**src/rtl/bitbank_pkg.sv**
```systemverilog
package bitbank_pkg;
   function automatic int unsigned clog2_min1(input int unsigned n);
      int unsigned w;
      w = 0;
      while ((1 << w) < n) w++;
      return (w == 0) ? 1 : w;
   endfunction

   function automatic bit is_pow2(input int unsigned n);
      return (n != 0) && ((n & (n - 1)) == 0);
   endfunction
endpackage

```
**src/rtl/bitbank_dec.sv**
```systemverilog
module bitbank_dec #(
   parameter int unsigned NUM_OUT = 4,
   parameter int unsigned ADDR_W  = 2
) (
   input  logic              en,
   input  logic [ADDR_W-1:0] addr,
   output logic [NUM_OUT-1:0] onehot
);
   initial begin
      assert ((1 << ADDR_W) >= NUM_OUT)
         else $error("bitbank_dec: ADDR_W too narrow for NUM_OUT");
   end

   for (genvar i = 0; i < NUM_OUT; i++) begin : g_line
      assign onehot[i] = en && (addr == ADDR_W'(i));
   end
endmodule

```
**src/rtl/bitbank_mux.sv**
```systemverilog
module bitbank_mux #(
   parameter int unsigned NUM_IN = 4
) (
   input  logic [NUM_IN-1:0] sel_onehot,
   input  logic [NUM_IN-1:0] data,
   output logic              bus
);
   logic [NUM_IN-1:0] gated;

   for (genvar i = 0; i < NUM_IN; i++) begin : g_and
      assign gated[i] = sel_onehot[i] & data[i];
   end

   assign bus = |gated;
endmodule

```
**src/rtl/bitbank_cell.sv**
```systemverilog
module bitbank_cell #(
   parameter bit ASYNC_RST = 1'b1
) (
   input  logic clk,
   input  logic rst_n,
   input  logic wr_en,
   input  logic set_en,
   input  logic d,
   output logic q
);
   logic q_next;

   always_comb begin
      q_next = q;
      if (set_en)     q_next = 1'b1;
      else if (wr_en) q_next = d;
   end

   if (ASYNC_RST) begin : g_async
      always_ff @(posedge clk or negedge rst_n) begin
         if (!rst_n) q <= 1'b0;
         else        q <= q_next;
      end
   end else begin : g_sync
      always_ff @(posedge clk) begin
         if (!rst_n) q <= 1'b0;
         else        q <= q_next;
      end
   end

   assert_set_wins_R5: assert property (@(posedge clk) disable iff (!rst_n)
      (set_en && wr_en) |=> q);

   assert_set_forces_one_R4: assert property (@(posedge clk) disable iff (!rst_n)
      set_en |=> q);

   assert_idle_holds_R7: assert property (@(posedge clk) disable iff (!rst_n)
      (!set_en && !wr_en) |=> $stable(q));
endmodule

```
**src/rtl/bitbank_top.sv**
```systemverilog
module bitbank_top
   import bitbank_pkg::*;
#(
   parameter int unsigned NUM_REGS  = 4,
   parameter bit          ASYNC_RST = 1'b1,
   localparam int unsigned ADDR_W   = clog2_min1(NUM_REGS)
) (
   input  logic                clk,
   input  logic                rst_n,
   input  logic [ADDR_W-1:0]   src_addr,
   input  logic [ADDR_W-1:0]   dst_addr,
   input  logic                wr_i,
   input  logic                set_i,
   output logic                bus_o,
   output logic [NUM_REGS-1:0] regs_o
);
   initial begin
      assert (is_pow2(NUM_REGS) && NUM_REGS >= 2)
         else $error("bitbank_top: NUM_REGS must be a power of two, at least 2");
   end

   logic [NUM_REGS-1:0] drive_sel;
   logic [NUM_REGS-1:0] wr_sel;
   logic [NUM_REGS-1:0] set_sel;
   logic [NUM_REGS-1:0] q;

   bitbank_dec #(.NUM_OUT(NUM_REGS), .ADDR_W(ADDR_W)) u_dec_drive (
      .en(1'b1), .addr(src_addr), .onehot(drive_sel)
   );
   bitbank_dec #(.NUM_OUT(NUM_REGS), .ADDR_W(ADDR_W)) u_dec_wr (
      .en(wr_i), .addr(dst_addr), .onehot(wr_sel)
   );
   bitbank_dec #(.NUM_OUT(NUM_REGS), .ADDR_W(ADDR_W)) u_dec_set (
      .en(set_i), .addr(dst_addr), .onehot(set_sel)
   );

   bitbank_mux #(.NUM_IN(NUM_REGS)) u_bus (
      .sel_onehot(drive_sel), .data(q), .bus(bus_o)
   );

   for (genvar i = 0; i < NUM_REGS; i++) begin : g_reg
      bitbank_cell #(.ASYNC_RST(ASYNC_RST)) u_cell (
         .clk(clk), .rst_n(rst_n),
         .wr_en(wr_sel[i]), .set_en(set_sel[i]),
         .d(bus_o), .q(q[i])
      );
   end

   assign regs_o = q;

   assert_one_driver_R2: assert property (@(posedge clk) disable iff (!rst_n)
      $onehot(drive_sel) && (bus_o == regs_o[src_addr]));

   assert_write_copies_R3: assert property (@(posedge clk) disable iff (!rst_n)
      (wr_i && !set_i) |=> (regs_o[$past(dst_addr)] == $past(bus_o)));

   assert_only_dest_R6: assert property (@(posedge clk) disable iff (!rst_n)
      (wr_i || set_i) |=>
         (((regs_o ^ $past(regs_o)) & ~(NUM_REGS'(1) << $past(dst_addr))) == '0));

   assert_self_copy_R8: assert property (@(posedge clk) disable iff (!rst_n)
      (wr_i && !set_i && (src_addr == dst_addr)) |=> $stable(regs_o));

   assert_cmd_decode_R6: assert property (@(posedge clk) disable iff (!rst_n)
      $onehot0(wr_sel) && $onehot0(set_sel));
endmodule

```
**config.mk**
```make
export PLATFORM = sky130hd
export DESIGN_NAME = bitbank_top
export DESIGN_NICKNAME = d
export VERILOG_FILES = /design/src/rtl/bitbank_pkg.sv /design/src/rtl/bitbank_dec.sv /design/src/rtl/bitbank_mux.sv /design/src/rtl/bitbank_cell.sv /design/src/rtl/bitbank_top.sv
export SDC_FILE = /design/constraint.sdc
export NUM_CORES = 1
export LEC_CHECK = 0
export ABC_AREA = 1
export BUFFER_PORTS_ARGS = -buffer_cell sky130_fd_sc_hd__buf_4
export CORE_AREA = 2 2 39 41
export CTS_BUF_LIST = sky130_fd_sc_hd__clkbuf_8
export DETAILED_ROUTE_END_ITERATION = 12
export DIE_AREA = 0 0 41 43
export PLACE_DENSITY = 0.49
export SETUP_SLACK_MARGIN = 0.2
export SKIP_CTS_REPAIR_TIMING = 1
export SLEW_MARGIN = 40
export SYNTH_ARGS = -nofsm -noshare
export SYNTH_HDL_FRONTEND = slang
export SYNTH_SLANG_ARGS = --single-unit
```
**constraint.sdc**
```tcl
create_clock -name clk -period 1.5 [get_ports clk]
set_input_delay 0.225 -clock clk [delete_from_list [all_inputs] [get_ports clk]]
set_output_delay 0.225 -clock clk [all_outputs]
set_load 0.005 [all_outputs]
```
======== Yosys cells after proc, flatten, opt, wreduce, memory -nomap -nowiden ========
Cells that the tools add are included.
storage, ports and cells
  bits in registers ....................... 4
  input port bits ......................... 8
  output and inout port bits .............. 5
  logic and storage cells ................. 37
operators by class
  equality and inequality tests ........... 6
  mux-type cells .......................... 8
  bitwise logic cells ..................... 4
  reductions and logical operators ........ 15
operator list
  operator              number
  $eq A2 B2 Y1 const B  4
  $logic_and A1 B1 Y1   8
  $mux W1               8
  $reduce_bool A2 Y1    4
  $and A1 B1 Y1         4
  $eq A2 B1 Y1 const B  2
  $logic_not A2 Y1      2
  $reduce_or A4 Y1      1

======== Depth between registers and ports, before layout ========
Gate-level depths: netlist of run 1.
  depth after elaboration ................. 5
  mapped depth ............................ 5
  gate-level depth less buffers ........... 5

======== Modules after synthesis ========
From an unflattened synthesis of run 1, not the netlist that was laid out.
unflattened totals
  cells, all modules ...................... 58
  area total of the unflattened synthesis .. 337.8 um^2
by module, submodules not included
  module        times used  cells an instance  area an instance (um^2)  seq. area each (um^2)
  bitbank_cell  4           6                  52.6                     25.0
  bitbank_dec   3           8                  30.0                     0.0
  bitbank_mux   1           9                  33.8                     0.0
  bitbank_top   1           1                  3.8                      0.0

======== Least setup slack after synthesis of run 1 ========
No wires, ideal clock.
  path kind ............................... register -> output
  start ................................... register g_reg[1].u_cell.q
  end ..................................... output port bus_o
  arrival time ............................ 666 ps
  data required time ...................... 1,275 ps
  path slack .............................. 609 ps
  stages on the path, launching flop included .. 5
  path buffers ............................ 0
  cells stage by stage .................... dfrtp_1 > nand2_1 > nand3_1 > nand2_2 > inv_1
between the ends
  cells in the longest elaborated chain, start to end .. 2
ends and longest elaborated chain
  what                    line                text
  start, declared         bitbank_cell.sv:9   output logic q
  start signal, assigned  bitbank_cell.sv:22  else q <= q_next;
  $and A1 B1 Y1           bitbank_mux.sv:11   assign gated[i] = sel_onehot[i] & data[i];
  $reduce_or A4 Y1        bitbank_mux.sv:14   assign bus = |gated;
  end, declared           bitbank_top.sv:14   output logic bus_o,
No other way between the ends.

======== Worst setup path in the final report of run 1 ========
  start ................................... register g_reg[3].u_cell.q
  end ..................................... output port bus_o
between the ends
  cells in the longest elaborated chain, start to end .. 2
ends and longest elaborated chain
  what                    line
  start, declared         bitbank_cell.sv:9
  start signal, assigned  bitbank_cell.sv:22
  $and A1 B1 Y1           bitbank_mux.sv:11
  $reduce_or A4 Y1        bitbank_mux.sv:14
No other way between the ends.

==> results of run 1 <==
## worst min path at each step
| stage | to | slack [ps] | start | cells after the start |
|---|---|---|---|---|
| 2_1_floorplan | g_reg[0].u_cell.q$_DFFE_PN0P_ | -70 | rst_n | 0 |
| 5_1_grt | g_reg[1].u_cell.q$_DFFE_PN0P_ | 350 | rst_n | 2 |
| 3_5_place_dp | g_reg[3].u_cell.q$_DFFE_PN0P_ | 20 | rst_n | 1 |
| 6_report | g_reg[2].u_cell.q$_DFFE_PN0P_ | 350 | rst_n | 2 |
| 3_3_place_gp | g_reg[3].u_cell.q$_DFFE_PN0P_ | 20 | rst_n | 1 |
| 4_1_cts | g_reg[2].u_cell.q$_DFFE_PN0P_ | -200 | rst_n | 1 |
## area by class of cell
type / instances / area (um^2) / share of cell area, %
multi-input cells: 28 / 129 / 30.1
repair buffers: 14 / 108 / 25.1
flip-flops and latches: 4 / 100 / 23.4
clock buffers: 3 / 41.3 / 9.65
inverters: 8 / 30.0 / 7.02
well taps: 16 / 20.0 / 4.68
## worst reg2reg max path: cells and delay by family, from the launching register on
kind	cells	cell delay [ps]
compound gates	1	60
simple gates	3	240
flops	1	390
buf+inv	1	130
## power breakdown
group          total (uW)  internal [uW]  switching (uW)
combinational        88.5           48.1            40.4
sequential            127            119            7.91
clock                 220            171            50.0
## layer usage
metal | vias to the layer above | global-route usage [%] | wire length (um)
li1 | 158 | - | -
met1 | 116 | 9.74 | 277
met2 | 14 | 9.69 | 250
met3 | 2 | 2.09 | 62
met4 | 0 | 12.0 | 7
met5 | - | 0 | 0
## stage by stage
step / hold WS, ps / area [um^2]
2_1_floorplan: -70.6 / 289
3_3_place_gp: 24.7 / 369
3_5_place_dp: 23.6 / 369
4_1_cts: -203 / 410
5_1_grt: 351 / 428
6_report: 345 / 428
## kinds of logic (layout without fill, tap and decap cells)
family	after synthesis	after routing	synth area share (%)
flip-flops	4	4	34.6
buffers and inverters	12	25	20.8
AO/OA/AOI/OAI	4	4	8.22
AND/OR/NAND/NOR	24	24	36.4
## cell usage in the layout (no fill, tap or decap)
| master | instances |
|---|---|
| sky130_fd_sc_hd__buf_4 | 13 |
| sky130_fd_sc_hd__nor2_1 | 9 |
| sky130_fd_sc_hd__inv_1 | 8 |
| sky130_fd_sc_hd__nand2_1 | 7 |
| sky130_fd_sc_hd__dfrtp_1 | 4 |
| sky130_fd_sc_hd__nor3_1 | 3 |
| sky130_fd_sc_hd__a21oi_1 | 3 |
| sky130_fd_sc_hd__clkbuf_8 | 3 |
| sky130_fd_sc_hd__nand3_1 | 2 |
| sky130_fd_sc_hd__nand2_2 | 1 |
| sky130_fd_sc_hd__nor2_2 | 1 |
| sky130_fd_sc_hd__nand3b_1 | 1 |
| sky130_fd_sc_hd__a21oi_2 | 1 |
| sky130_fd_sc_hd__dlygate4sd3_1 | 1 |
==> results.toml, run 1 <==
[outcome]
result_of_the_run = "complete, no violations"

[synthesis]
syn-num-nets = 52
ys_dominant_reg_cell = "sky130_fd_sc_hd__dfrtp_1"
postSynthCellCount = 44
ys_seq_area_share_pct = 34.6
yosys.area.top_type = "sky130_fd_sc_hd__dfrtp_1"
yosys.cell_count.top_type = "sky130_fd_sc_hd__nor2_1"
synthTopCellsByCount = "9 x sky130_fd_sc_hd__nor2_1, 8 x sky130_fd_sc_hd__inv_1, 7 x sky130_fd_sc_hd__nand2_1, 4 x sky130_fd_sc_hd__buf_4, 4 x sky130_fd_sc_hd__dfrtp_1"
asyncSetResetFlopFracSynth_pct = 100
yosysWarnings = 0
post_synth.cell_area_avg_um2 = 6.57
synth.area.top_cells = "sky130_fd_sc_hd__dfrtp_1 35%, sky130_fd_sc_hd__nor2_1 12%, sky130_fd_sc_hd__buf_4 10%"
synth_top_area_share_pct = 34.6
synth-edff-count = 0
synth_area_um2 = 289
ys_ff_latch = 4
synth.distinct_cells = 12

[run]
maxCapViolations = 0

[floorplanning]
dieWidth_um = 41
core_mm2 = 0.00138
dieArea_mm2 = 0.00176
floorplan.die.height_um = 43
design.portCount = 13
initial_utilization_pct = 20.9
floorplan.rows = 14

[sta]
slew_headroom_pct = 87.1
final-setup-viol-count = 0
layout_setup_ws_ps = 279
worst_clock_skew_ps = 1.37
final_max_slew_viol_count = 0
setup-tns-final_ps = 0
report.final.hold_viol_count = 0
final.min_clock_period_ps = 1220
layout_worst_path_cycle_share_pct = 81.4
timing_worst_slew_pin_value_ps = 191
fmax_mhz = 819
grt_setup_unrepaired = "no"

[clock_network]
clkTransAtPathRegs_ps = 30
cts_tree = "built"
clock_root_buffer = "sky130_fd_sc_hd__clkbuf_8"
insertion_delay_ps = 210
cts_made_buffers = 3
tritoncts_num_sinks = 4
htree_levels = 1
maximum_count_of_clock_buffers_along_a_single_path = 2

[worst_setup_path]
worstPathCellList = "nand2_1 -> nand3_1 -> nand2_2 -> inv_1 -> buf_4"
worstPathMaxFanout = 3
crit_path_max_incr_delay_ps = 390
startpoint = "g_reg[3].u_cell.q$_DFFE_PN0P_"
regToRegSetupSlack_ps = 560
critical_path_arrival_ps = 1000
critical_path.n_buffers_inverters = 2
timing.critical_path.required_ps = 1270
rr_startpoint = "g_reg[3].u_cell.q$_DFFE_PN0P_"
worst_setup_path_endpoint = "bus_o"
timing.rr.end = "g_reg[3].u_cell.q$_DFFE_PN0P_"
timing.critical_path.max_delay_family = "flip-flops"
cp-end-kind = "primary output"
critical_path_depth_in_cells = 5
reg2reg_depth = 5
worstSetupStartpointType = "flop"
critical_path.slowest_cell = "sky130_fd_sc_hd__dfrtp_1"
crit_type = "reg -> out"

[power_and_ir_drop]
power_density_mw_per_mm2 = 1020
post-layout-total-power_uw = 436
vdd.ir_drop.worst_mv = 0.218
leakagePower_uw = 0.000225

[placement]
place_ws_ps = 446
finalWeightedCongestion = 0.684
post-place-cells = 68
dp.final_hpwl_um = 489
placement.io_buffers = 12

[cells_and_area]
finalCoreUtilization_pct = 30.9
final_cell_count_no_fill = 73
largestRegisters = "g.u_cell.q (4)"
fraction_of_final_layout_cells_sized_beyond_drive_strength_1_pct = 33.3
largest_register_ffs = 4
antenna_cells_inserted = 0
finalNetCount = 67
register_containing_the_most_flip_flops_in_the_final_layout = "g.u_cell.q"
fillerInstances = 154
synthesis_to_finish_area_growth_pct = 48.1

[drt]
drt_drc_violations_left = 0
routed_wire_length_per_instance_um = 8.18
detail_route.vias_per_cell = 3.97
route.antenna.remaining_nets = 0
routed_wirelength_um = 597
detailroute.via_count = 290
drtPass1Iterations = 4
first_iter_violations = 4

[global_route]
antenna_found_initial = 0
maximum_number_of_pins_on_one_net_before_global_route_repair = 6
number_of_global_route_vias_before_repair = 230
global_route.overflow_total = 0
grt_first_pass_wirelength_um = 890
globalRouteTotalUtil_pct = 8.36

[min_path]
min_path_type = "in -> async"
(Power assumes the default switching activity.)
==> run 2, diff against run 1 <==
==> constraint.sdc (replaced) <==
create_clock -name clk -period 1.2 [get_ports clk]
set_input_delay 0.18 -clock clk [delete_from_list [all_inputs] [get_ports clk]]
set_output_delay 0.18 -clock clk [all_outputs]
set_load 0.005 [all_outputs]
==> results.toml, run 2 (same netlist as run 1, synthesis figures left out) <==
[cells_and_area]
antenna_cells_inserted = 0
final_common_cell = "sky130_fd_sc_hd__buf_4"
finalNetCount = 70
fraction_of_final_layout_cells_sized_beyond_drive_strength_1_pct = 40.0
finalCoreUtilization_pct = 33.2
largestRegisters = "g.u_cell.q (4)"
synthesis_to_finish_area_growth_pct = 58.9
register_containing_the_most_flip_flops_in_the_final_layout = "g.u_cell.q"
final_cell_mix = "15 x sky130_fd_sc_hd__buf_4, 9 x sky130_fd_sc_hd__nor2_1, 7 x sky130_fd_sc_hd__inv_1, 7 x sky130_fd_sc_hd__nand2_1, 4 x sky130_fd_sc_hd__dfrtp_1"
largest_register_ffs = 4

[run]
maxCapViolations = 0

[sta]
min_hold_slack_ps = 296
report.final.hold_viol_count = 0
setup-tns-final_ps = 0
layout_worst_path_cycle_share_pct = 96.0
worst_clock_skew_ps = 0.201
final_max_slew_viol_count = 0
grt_setup_unrepaired = "yes"
final.min_clock_period_ps = 1150
slew_headroom_pct = 87.7
timing_worst_slew_pin_value_ps = 183
fmax_mhz = 868
final-setup-viol-count = 0

[clock_network]
htree_levels = 1
cts_tree = "built"
clock_root_buffer = "sky130_fd_sc_hd__clkbuf_8"
insertion_delay_ps = 210
maximum_count_of_clock_buffers_along_a_single_path = 2
clkTransAtPathRegs_ps = 30
tritoncts_num_sinks = 4
cts_made_buffers = 3

[global_route]
grt_first_pass_wirelength_um = 903
number_of_global_route_vias_before_repair = 233
global_route.overflow_total = 0
use_met1_pct = 10.7
globalRouteTotalUtil_pct = 8.77
use_met3_pct = 3.14
antenna_found_initial = 0
maximum_number_of_pins_on_one_net_before_global_route_repair = 6
grt_busiest_layer = "met4"
globalRouteMet2Util_pct = 9.38

[worst_setup_path]
reg2reg_depth = 5
worstSetupStartpointType = "flop"
timing.critical_path.required_ps = 1020
startpoint = "g_reg[2].u_cell.q$_DFFE_PN0P_"
timing.rr.end = "g_reg[1].u_cell.q$_DFFE_PN0P_"
rr_startpoint = "g_reg[2].u_cell.q$_DFFE_PN0P_"
cp-end-kind = "primary output"
worstPathCellList = "nand2_1 -> nand3_2 -> nand2_2 -> inv_2 -> buf_6"
worstPathMaxFanout = 3
crit_type = "reg -> out"
crit_path_max_incr_delay_ps = 380
critical_path.slowest_cell = "sky130_fd_sc_hd__dfrtp_1"
worst_setup_path_endpoint = "bus_o"
regToRegSetupSlack_ps = 270
critical_path_arrival_ps = 970

[floorplanning]
dieArea_mm2 = 0.00176
design.portCount = 13
floorplan.rows = 14
core_mm2 = 0.00138
floorplan.die.height_um = 43
initial_utilization_pct = 20.9
dieWidth_um = 41

[power_and_ir_drop]
leakagePower_uw = 0.000240
power_density_mw_per_mm2 = 1230
post-layout-total-power_uw = 565
vdd.ir_drop.worst_mv = 0.331

[placement]
dp.final_hpwl_um = 492
placement.io_buffers = 12
finalWeightedCongestion = 0.709

[drt]
detailroute.via_count = 310
route.antenna.remaining_nets = 0
routed_wire_length_per_instance_um = 8.25
routed_wirelength_um = 627
detail_route.vias_per_cell = 4.08
drtPass1Iterations = 2
drt_drc_violations_left = 0
first_iter_violations = 3

[min_path]
min_path_type = "in -> async"

[outcome]
result_of_the_run = "complete, no violations"
==> run 2: layout make-up <==
class / count / area, um^2
clock buffer: 3 / 41.3
fill: 153 / 925
inverter: 8 / 30.0
multi-input combinational: 28 / 134
sequential: 4 / 100
tap: 16 / 20.0
timing repair buffer: 17 / 134
==> run 2: worst min path at each step <==
stage               start                       endpoint  slack [ps]
floorplan           rst_n  g_reg[0].u_cell.q$_DFFE_PN0P_        -120
global placement    rst_n  g_reg[1].u_cell.q$_DFFE_PN0P_         -20
detailed placement  rst_n  g_reg[3].u_cell.q$_DFFE_PN0P_         -20
CTS                 rst_n  g_reg[0].u_cell.q$_DFFE_PN0P_        -250
global route        rst_n  g_reg[3].u_cell.q$_DFFE_PN0P_         330
finish              rst_n  g_reg[1].u_cell.q$_DFFE_PN0P_         300
==> run 2: through the flow <==
stage,instance area [um^2],setup WS (ps),cells
after floorplan,289,354,44
after global placement,369,200,68
after detailed placement,369,195,68
after CTS,410,-32.6,71
after global routing,459,11.7,76
final,459,48.5,76
==> run 2: worst max-delay path: cells and delay by family (launching register included) <==
| kind | cells | cell delay (ps) |
|---|---|---|
| DFF | 1 | 380 |
| and+or+nand+nor | 3 | 240 |
| buffers and inverters | 2 | 130 |
==> run 2: metal layers <==
metal	up-vias	share of wire, %
met5	-	0
met4	0	4.0
met3	3	9.7
met2	15	42
met1	125	44
li1	167	-
==> run 2: report_power, final <==
part,switching [uW],internal [uW]
registers,9.11,149
logic,56.7,74.3
clock network,63.2,213
total,129,436
